--- config.mk ---
export PLATFORM = sky130hd
export DESIGN_NAME = uart_rx_queue
export DESIGN_NICKNAME = d
export VERILOG_FILES = /design/src/rtl/uart_rxq_pkg.sv /design/src/rtl/rxq_ctrl.sv /design/src/rtl/rxq_store.sv /design/src/rtl/rxq_status.sv /design/src/rtl/uart_rx_queue.sv
export SDC_FILE = /design/constraint.sdc
export NUM_CORES = 1
export LEC_CHECK = 0
export ABC_AREA = 0
export BUFFER_PORTS_ARGS = -buffer_cell sky130_fd_sc_hd__buf_2
export CORE_MARGIN = 4
export CORE_UTILIZATION = 50
export CTS_BUF_LIST = sky130_fd_sc_hd__clkbuf_4 sky130_fd_sc_hd__clkbuf_8 sky130_fd_sc_hd__clkbuf_16
export DETAILED_ROUTE_END_ITERATION = 7
export GPL_ROUTABILITY_DRIVEN = 1
export PLACE_DENSITY = 0.7
export SLEW_MARGIN = 0
export SYNTH_ARGS = -nofsm -noshare
export SYNTH_HDL_FRONTEND = slang
export SYNTH_SLANG_ARGS = --single-unit
--- constraint.sdc ---
create_clock -name clk -period 3.8 [get_ports clk]
set_input_delay 0.38 -clock clk [delete_from_list [all_inputs] [get_ports clk]]
set_output_delay 0.38 -clock clk [all_outputs]
set_load 0.05 [all_outputs]
--- src/rtl/uart_rxq_pkg.sv ---
`timescale 1ns/1ps
package uart_rxq_pkg;

  typedef struct packed {
    logic       fifo_en;
    logic [1:0] trig_code;
  } rxq_ctrl_t;

  // Threshold level chosen by the 2-bit code (1, quarter, half, depth-2).
  function automatic int unsigned trig_level(input logic [1:0] code,
                                             input int unsigned depth);
    case (code)
      2'd0:    return 1;
      2'd1:    return depth / 4;
      2'd2:    return depth / 2;
      default: return depth - 2;
    endcase
  endfunction

  // Occupancy after one cycle of store / remove.
  function automatic int unsigned fill_next(input int unsigned fill,
                                            input logic push,
                                            input logic pop);
    return fill + (push ? 1 : 0) - (pop ? 1 : 0);
  endfunction

endpackage

--- src/rtl/rxq_ctrl.sv ---
`timescale 1ns/1ps
module rxq_ctrl
  import uart_rxq_pkg::*;
(
  input  logic      clk,
  input  logic      rst_n,
  input  logic      ctl_we,
  input  logic      mode_bit,
  input  logic      empty_bit,
  input  logic [1:0] code_bits,
  output rxq_ctrl_t ctrl,
  output logic      flush
);

  rxq_ctrl_t ctrl_q;

  // Emptying: explicit request, or leaving queue mode.
  assign flush = ctl_we && (empty_bit || (ctrl_q.fifo_en && !mode_bit));
  assign ctrl  = ctrl_q;

  always_ff @(posedge clk or negedge rst_n) begin
    if (!rst_n) begin
      ctrl_q <= '0;
    end else if (ctl_we) begin
      ctrl_q.fifo_en   <= mode_bit;
      ctrl_q.trig_code <= code_bits;
    end
  end

  p_leave_mode_flush_r7: assert property (@(posedge clk) disable iff (!rst_n)
    (ctl_we && ctrl.fifo_en && !mode_bit) |=> !ctrl.fifo_en);

endmodule

--- src/rtl/rxq_store.sv ---
`timescale 1ns/1ps
module rxq_store #(
  parameter int DEPTH  = 16,
  parameter int DATA_W = 8,
  localparam int PTR_W = $clog2(DEPTH)
) (
  input  logic              clk,
  input  logic              rst_n,
  input  logic              flush,
  input  logic              push,
  input  logic              replace,
  input  logic              pop,
  input  logic [DATA_W-1:0] wr_byte,
  output logic [DATA_W-1:0] head_byte
);

  logic [DATA_W-1:0] mem [DEPTH];
  logic [PTR_W-1:0]  wr_ptr, rd_ptr;
  logic [PTR_W-1:0]  wr_slot;
  logic              mem_we;

  function automatic logic [PTR_W-1:0] ptr_inc(input logic [PTR_W-1:0] p);
    return (p == PTR_W'(DEPTH - 1)) ? '0 : p + 1'b1;
  endfunction

  // An overwrite in holding-register mode lands on the unread slot.
  assign wr_slot   = replace ? rd_ptr : wr_ptr;
  assign mem_we    = push || replace;
  assign head_byte = mem[rd_ptr];

  always_ff @(posedge clk) begin
    if (mem_we) mem[wr_slot] <= wr_byte;
  end

  always_ff @(posedge clk or negedge rst_n) begin
    if (!rst_n) begin
      wr_ptr <= '0;
      rd_ptr <= '0;
    end else if (flush) begin
      wr_ptr <= '0;
      rd_ptr <= '0;
    end else begin
      if (push) wr_ptr <= ptr_inc(wr_ptr);
      if (pop)  rd_ptr <= ptr_inc(rd_ptr);
    end
  end

  p_store_excl_r4: assert property (@(posedge clk) disable iff (!rst_n)
    !(push && replace));

endmodule

--- src/rtl/rxq_status.sv ---
`timescale 1ns/1ps
module rxq_status
  import uart_rxq_pkg::*;
#(
  parameter int DEPTH  = 16,
  localparam int CNT_W = $clog2(DEPTH + 1)
) (
  input  logic             clk,
  input  logic             rst_n,
  input  logic             flush,
  input  logic             push,
  input  logic             pop,
  input  logic             replace,
  input  logic             set_ov,
  input  logic [1:0]       trig_code,
  output logic [CNT_W-1:0] count,
  output logic             empty,
  output logic             full,
  output logic             data_ready,
  output logic             overrun,
  output logic             thresh_hit
);

  logic [CNT_W-1:0] count_q;
  logic [CNT_W-1:0] level;
  logic             drain;
  logic             dr_q, ov_q;

  assign count      = count_q;
  assign empty      = (count_q == '0);
  assign full       = (count_q == CNT_W'(DEPTH));
  assign level      = CNT_W'(trig_level(trig_code, DEPTH));
  assign thresh_hit = (count_q >= level);
  // A read that takes the last byte with nothing new stored.
  assign drain      = pop && (count_q == CNT_W'(1)) && !push;
  assign data_ready = dr_q;
  assign overrun    = ov_q;

  always_ff @(posedge clk or negedge rst_n) begin
    if (!rst_n) begin
      count_q <= '0;
      dr_q    <= 1'b0;
      ov_q    <= 1'b0;
    end else begin
      if (flush) count_q <= '0;
      else       count_q <= CNT_W'(fill_next(int'(count_q), push, pop));

      if (flush)                dr_q <= 1'b0;
      else if (push || replace) dr_q <= 1'b1;
      else if (drain)           dr_q <= 1'b0;

      if (set_ov)     ov_q <= 1'b1;
      else if (drain) ov_q <= 1'b0;
    end
  end

  p_fill_bound_r2: assert property (@(posedge clk) disable iff (!rst_n)
    count_q <= CNT_W'(DEPTH));

  p_ready_tracks_fill_r5: assert property (@(posedge clk) disable iff (!rst_n)
    data_ready == !empty);

  p_ov_cause_r3: assert property (@(posedge clk) disable iff (!rst_n)
    $rose(overrun) |-> $past(set_ov));

  p_top_level_r9: assert property (@(posedge clk) disable iff (!rst_n)
    (trig_code == 2'd3 && count_q == CNT_W'(DEPTH - 2)) |-> thresh_hit);

endmodule

--- src/rtl/uart_rx_queue.sv ---
`timescale 1ns/1ps
module uart_rx_queue
  import uart_rxq_pkg::*;
#(
  parameter int DEPTH  = 16,
  parameter int DATA_W = 8,
  localparam int CNT_W = $clog2(DEPTH + 1)
) (
  input  logic              clk,
  input  logic              rst_n,
  input  logic              ctl_we,
  input  logic [7:0]        ctl_byte,
  input  logic              rx_valid,
  input  logic [DATA_W-1:0] rx_byte,
  input  logic              rd_en,
  output logic [DATA_W-1:0] rd_data,
  output logic              data_ready,
  output logic              overrun,
  output logic [CNT_W-1:0]  fill_count,
  output logic              thresh_hit
);

  rxq_ctrl_t         ctrl;
  logic              flush;
  logic              empty, full;
  logic              rd_fire, rx_take, replace, discard, push, set_ov;
  logic [DATA_W-1:0] head_byte;
  logic              unused_ctl;

  assign unused_ctl = &{1'b0, ctl_byte[5:2]};

  // Named events for the datapath and the assertions.
  assign rd_fire = rd_en && !empty && !flush;
  assign rx_take = rx_valid && !flush;
  assign replace = rx_take && !ctrl.fifo_en && !empty && !rd_fire;
  assign discard = rx_take && ctrl.fifo_en && full && !rd_fire;
  assign push    = rx_take && !replace && !discard;
  assign set_ov  = replace || discard;
  assign rd_data = empty ? '0 : head_byte;

  rxq_ctrl u_ctrl (
    .clk       (clk),
    .rst_n     (rst_n),
    .ctl_we    (ctl_we),
    .mode_bit  (ctl_byte[0]),
    .empty_bit (ctl_byte[1]),
    .code_bits (ctl_byte[7:6]),
    .ctrl      (ctrl),
    .flush     (flush)
  );

  rxq_store #(.DEPTH(DEPTH), .DATA_W(DATA_W)) u_store (
    .clk       (clk),
    .rst_n     (rst_n),
    .flush     (flush),
    .push      (push),
    .replace   (replace),
    .pop       (rd_fire),
    .wr_byte   (rx_byte),
    .head_byte (head_byte)
  );

  rxq_status #(.DEPTH(DEPTH)) u_status (
    .clk        (clk),
    .rst_n      (rst_n),
    .flush      (flush),
    .push       (push),
    .pop        (rd_fire),
    .replace    (replace),
    .set_ov     (set_ov),
    .trig_code  (ctrl.trig_code),
    .count      (fill_count),
    .empty      (empty),
    .full       (full),
    .data_ready (data_ready),
    .overrun    (overrun),
    .thresh_hit (thresh_hit)
  );

  p_single_hold_r4: assert property (@(posedge clk) disable iff (!rst_n)
    !ctrl.fifo_en |-> fill_count <= CNT_W'(1));

  p_discard_keeps_r3: assert property (@(posedge clk) disable iff (!rst_n)
    discard |=> (overrun && fill_count == $past(fill_count)));

  p_flush_empties_r8: assert property (@(posedge clk) disable iff (!rst_n)
    flush |=> (fill_count == '0 && !data_ready));

  p_same_cycle_rw_r10: assert property (@(posedge clk) disable iff (!rst_n)
    (push && rd_fire) |=> fill_count == $past(fill_count));

  p_empty_read_inert_r6: assert property (@(posedge clk) disable iff (!rst_n)
    (rd_en && fill_count == '0 && !rx_valid && !ctl_we)
      |=> ($stable(fill_count) && $stable(overrun) && $stable(data_ready)));

  p_empty_reads_zero_r6: assert property (@(posedge clk) disable iff (!rst_n)
    (fill_count == '0) |-> (rd_data == '0));

endmodule

==> reports/metrics.yaml, run 1 <==
outcome: "finished clean"
worstPathMaxFanout: 15
finalCritPeriodShare_pct: 83.6
cts.sinks: 146
routedWlPerCell_um: 19.8
finalHoldViolCount: 0
hold_buffers: 1
antenna_found_initial: 0
drcViolationCount: 0
async_flop_share_pct: 12.3
initial_core_util_pct: 51.9
rsz0062_at_grt: "false"
start_kind: "register"
firstDrtPassIters: 4
setup_tns_ns: 0
coreArea_um2: 12200
r2r_start: "u_status.count[2]$_DFF_PN0_"
preCtsSetupSlack_ns: 0.557
gr-usage-met2_pct: 26.3
reg2reg_to: "u_store.mem[7][1]$_DFFE_PP_"
num_vias: 3297
slew_headroom_pct: 34.5
antenna_cells: 0
final.fill_count: 913
nets: 440
whs_path_depth: 3
grt_pass1_wl_um: 19000
synth_seq_cells: 146
required_ns: 3.85
crit_chain: "inv_1 > ha_1 > or4b_4 > nor4b_2 > mux2_2 > nor2_1"
use_met1_pct: 25.4
die_y_um: 120
path_clk_slew_ns: 0.06
drv_slew: 0
r2r_cells: 6
p_per_area_nw_per_um2: 721
grt_pass1_vias: 3369
cts_buffers: 17
power_leakage_uw: 0.00249
post_cts_resized: 0
yosysSeqAreaShare_pct: 68.1
gp_congestion: 0.750
die_area_um2: 14500
fp.dieW_um: 120
power.total_uw: 5270
r2r_setup_slack_ns: 0.62
portBuffers: 32
min_period_ns: 3.18
via_per_inst: 5.62
avgSynthCellArea_um2: 17.3
max_freq_mhz: 315
synth-warning-count: 0
wirelength_um: 11600
crit_type: "reg -> reg"
grt_max_degree: 36
critPathCaptureType: "register"
holdPathEnd: "u_ctrl.ctrl[0]$_DFFE_PN0P_"
cp_data_arrival_time_ns: 3.22
synth_area_um2: 6310
cpMaxStageDelayCell: "nor4b_2"
cts_tree: "yes"
ys.flop_type: "edfxtp_1"
synth_cells: 365
grtUsageTotal_pct: 17.6
final_area_um2: 7300
yosysUniqueCellTypes: 44
clock_latency_ns: 0.42
cts_buffer_depth: 2
tightest_slew_ns: 0.980
drive_above_1_share_pct: 28.9
grt_overflow_total: 0
max_stage_delay_ns: 0.82
dp_hpwl_um: 7650
drtIter0Drc: 317
fin_ws_ns: 0.625
maxCapViolations: 0
htree_num_levels: 4
hold_class: "in -> reg"
syn_nets: 399
ir_drop_mv: 0.301
post_cts_buffers: 0
met3_usage_pct: 4.91
rows: 40
skew_ns: 0.0136
cts-root-buf: "clkbuf_16"
dpl_cell_area_um2: 6690
hp-start: "ctl_byte[6]"
finalSetupViolCount: 0
area.growth.synth_to_final_pct: 15.7
grt-busiest-layer: "met2"
synth_edf_count: 128
ant_nets: 0
io_pins: 37
==> per-stage QoR <==
stage / hold WS, ns / instances / utilization (%)
2_1_floorplan: 0.0844 / 365 / -
3_3_place_gp: 0.334 / 554 / 55.0
3_5_place_dp: 0.348 / 554 / 55.0
4_1_cts: 0.154 / 587 / 60.0
5_1_grt: 0.173 / 587 / 60.0
6_report: 0.172 / 587 / 60.0
==> routing by layer <==
metal  vias up  share of wire (%)
met5         -                  0
met1      1670                 44
met2       104                 49
met3         6                6.8
li1       1517                  -
met4         0               0.75
==> sequential cells by signal, indices dropped and copies added, names as in the netlist <==
signal and cells:
u_ctrl.ctrl 3, u_status.data_ready 1, u_store.mem 128, u_status.count 5, u_status.overrun 1, u_store.rd_ptr 4
u_store.wr_ptr 4
==> power by group <==
part	internal, uW	switching (uW)	total [uW]	leakage (uW)
combinational	663	943	1610	0.000823
clock	988	678	1670	0.000291
sequential	1850	142	1990	0.00138
total	3500	1760	5270	0.00249
==> synthesized netlist by cell type (4+ instances only) <==
cell | count | share of area, %
mux2i_1 | 7 | 1.1
nor2b_1 | 9 | 0.89
ha_1 | 12 | 2.4
edfxtp_1 | 128 | 61
nand3_1 | 11 | 0.87
nand2_1 | 16 | 0.95
and2_1 | 11 | 1.1
nor2_1 | 24 | 1.4
nor3b_1 | 6 | 0.71
dfrtp_1 | 18 | 7.1
mux4_2 | 40 | 14
clkbuf_1 | 14 | 0.83
inv_1 | 10 | 0.60
o21ai_0 | 8 | 0.63
mux2_2 | 4 | 0.71
a21oi_1 | 8 | 0.63
==> how the worst max path moves through the flow <==
stage | from | endpoint | depth (start not counted)
2_1_floorplan | u_status.count[3]$_DFF_PN0_ | u_status.count[4]$_DFF_PN0_ | 14
3_3_place_gp | u_status.count[2]$_DFF_PN0_ | u_store.mem[7][5]$_DFFE_PP_ | 6
3_5_place_dp | u_status.count[2]$_DFF_PN0_ | u_store.mem[7][5]$_DFFE_PP_ | 6
4_1_cts | u_status.count[2]$_DFF_PN0_ | u_store.mem[7][1]$_DFFE_PP_ | 6
5_1_grt | u_status.count[3]$_DFF_PN0_ | u_status.count[4]$_DFF_PN0_ | 12
6_report | u_status.count[2]$_DFF_PN0_ | u_store.mem[7][1]$_DFFE_PP_ | 6
==> cell usage in the layout, fill, tap and decap left out, drive strengths merged, types with 2 or more instances in the layout <==
master / netlist / routed
a21o: 3 / 3
a21oi: 8 / 8
and2: 11 / 11
buf: 8 / 43
bufinv: 0 / 2
clkbuf: 14 / 17
clkinv: 0 / 5
dfrtp: 18 / 18
edfxtp: 128 / 128
ha: 12 / 12
inv: 10 / 17
mux2: 4 / 4
mux2i: 7 / 7
mux4: 40 / 40
nand2: 16 / 16
nand3: 11 / 11
nand3b: 2 / 2
nand4: 2 / 2
nor2: 24 / 24
nor2b: 9 / 9
nor3: 3 / 3
nor3b: 6 / 6
o21ai: 9 / 9
xor2: 2 / 2
==> area by class of cell <==
cell class                 count  area (um2)  share of cell area [%]
clock buffer                  17         425                    5.83
sequential                   146        4300                    58.9
tap                          168         210                    2.88
multi-input combinational    187        1880                    25.8
clock inverter                15         173                    2.37
inverter                      10        37.5                   0.514
timing repair buffer          44         278                    3.81
==> worst max-delay path: cells and delay by family (launching register included) <==
kind	cells	cell delay [ns]
multiplexers	1	0.43
adder cells (fa/ha/maj)	1	0.23
flip-flops	1	0.39
AND/OR/NAND/NOR	3	1.68
buffers and inverters	1	0.08
==> kinds of logic (layout without fill, tap and decap cells) <==
group,Yosys count,count (layout),synth area share [%]
flops,146,146,68.1
simple gates,90,90,7.52
mux,51,51,16.1
buf+inv,32,86,2.24
compound gates,30,30,2.96
fa+ha+maj,13,13,2.70
xor+xnor,3,3,0.417
Note: power is estimated with default switching activity, not from simulation.
==> inputs of run 2 (changes only) <==
- PLACE_DENSITY: 0.7 -> 0.72
- clock period: 3.8 -> 2.7 ns (I/O delays scaled with it)
==> run 2 against run 1 <==
The run now ends with setup timing left. Hold slack worse by 0.10 ns. Die area is the same. First-iteration DRC count rose by 19%. Clock power up 34%. Combinational power up 94%. Register-to-register slack lost 0.62 ns. Largest cell class unchanged. Highest routed layer unchanged.
==> reports/metrics.yaml, run 2 (same netlist as run 1, synthesis figures left out) <==
required_ns: 2.43
initial_core_util_pct: 51.9
crit_type: "reg -> out"
finalSetupViolCount: 3
grtUsageTotal_pct: 18.5
path_clk_slew_ns: 0.06
outcome: "finished with violations"
fp.dieW_um: 120
power_leakage_uw: 0.00273
area.growth.synth_to_final_pct: 22.8
die_area_um2: 14500
grt_pass1_vias: 3556
dp_hpwl_um: 7760
largest-register: "u_store.mem"
portBuffers: 32
nets: 473
die_y_um: 120
max_freq_mhz: 367
firstDrtPassIters: 5
slew_headroom_pct: 43.9
gp_congestion: 0.729
ir_drop_mv: 0.429
routedWlPerCell_um: 21.2
final_cells: 620
cts_buffer_depth: 2
violations: "setup timing"
largest_reg_flops: 128
rows: 40
cts.sinks: 146
cts_buffers: 17
min_period_ns: 2.72
antenna_cells: 0
r2r_setup_slack_ns: 0
cp_data_arrival_time_ns: 2.45
finalHoldViolCount: 0
drcViolationCount: 0
grt_max_degree: 29
antenna_found_initial: 0
htree_num_levels: 4
skew_ns: 0.00884
layout_common_cells: "edfxtp_1 (128), mux4_2 (40), buf_4 (36)"
via_per_inst: 5.73
worstPathMaxFanout: 4
rsz0062_at_grt: "true"
grt_pass1_wl_um: 20000
grt_overflow_total: 0
cts_tree: "yes"
fin_ws_ns: -0.0214
start_kind: "register"
ant_nets: 0
drtIter0Drc: 376
num_vias: 3555
hold_class: "in -> reg"
drv_slew: 0
dp_cells: 576
finalCritPeriodShare_pct: 101
drive_above_1_share_pct: 38.9
maxCapViolations: 0
cts-root-buf: "clkbuf_16"
p_per_area_nw_per_um2: 1040
wirelength_um: 13100
critPathCaptureType: "primary output"
layout_commonest_cell: "edfxtp_1"
power.total_uw: 8080
coreArea_um2: 12200
io_pins: 37
clock_latency_ns: 0.41
tightest_slew_ns: 0.842
-- run 2: cell count changes in the layout (fill, tap and decap cells not counted), moves of 3 or more --
cell / delta
buf_2: -8
inv_1: -3
clkinv_2: +3
buf_8: +7
inv_2: +3
buf_4: +27
inv_8: -3
and2_4: +7
and2_1: -7
-- run 2: final cells by class --
class | count | area, um2
fill | 818 | 4410
timing repair buffer | 77 | 693
sequential | 146 | 4300
multi-input combinational | 187 | 1950
clock buffer | 18 | 433
tap | 168 | 210
clock inverter | 14 | 128
inverter | 10 | 37.5
-- run 2: layer usage --
layer	vias to the layer above	part of all wire [%]	GRT usage (%)
li1	1581	-	-
met1	1808	43	26.8
met2	146	50	28.5
met3	20	5.9	3.37
met4	0	1.5	7.01
met5	-	0	0
-- run 2: critical path, stage by stage (launching register included) --
cell and delay, ns:
dfrtp_2 0.41, buf_6 0.14, clkbuf_16 0.15, mux4_2 0.52, mux4_2 0.50, and2_4 0.17
buf_8 0.14
-- run 2: per-stage QoR --
step                      area (um2)  hold slack [ns]  util [%]  TNS [ns]  setup WS (ns)
after floorplan                 6340          -0.0256         -    -0.110         -0.110
after global routing            7750           0.0807      63.7    -0.501         -0.115
after CTS                       7640           0.0571      62.8   -0.0799        -0.0396
final                           7750           0.0706      63.7   -0.0322        -0.0214
after global placement          6890            0.232      56.6         0        0.00868
after detailed placement        6890            0.244      56.6   -0.0657        -0.0657
-- run 2: worst paths after layout --
check                                                   start                         endpoint  cells after the start
worst max-delay path            u_store.rd_ptr[0]$_DFFE_PN0P_                       rd_data[3]                      6
worst min-delay path                              ctl_byte[7]       u_ctrl.ctrl[1]$_DFFE_PN0P_                      3
worst max register to register    u_status.count[2]$_DFF_PN0_      u_status.count[4]$_DFF_PN0_                     14
worst min register to register   u_status.overrun$_DFFE_PN0P_     u_status.overrun$_DFFE_PN0P_                      2
max in group asynchronous                               rst_n    u_store.rd_ptr[0]$_DFFE_PN0P_                      2
min in group asynchronous                               rst_n  u_status.data_ready$_DFFE_PN0P_                      2
-- run 2: what timing repair did --
item	in CTS	in global routing
gates resized for setup	25	14
hold endpoints to repair	18	0
endpoints found under the setup margin	9	79
buffers inserted	6	1
pin swaps	1	9
gates cloned	2	2
hold buffers	1	0
-- run 2: power breakdown --
part           switching [uW]  total (uW)  internal [uW]
combinational            1640        3130           1490
clock                     944        2230           1290
sequential                107        2720           2610
total                    2690        8080           5390
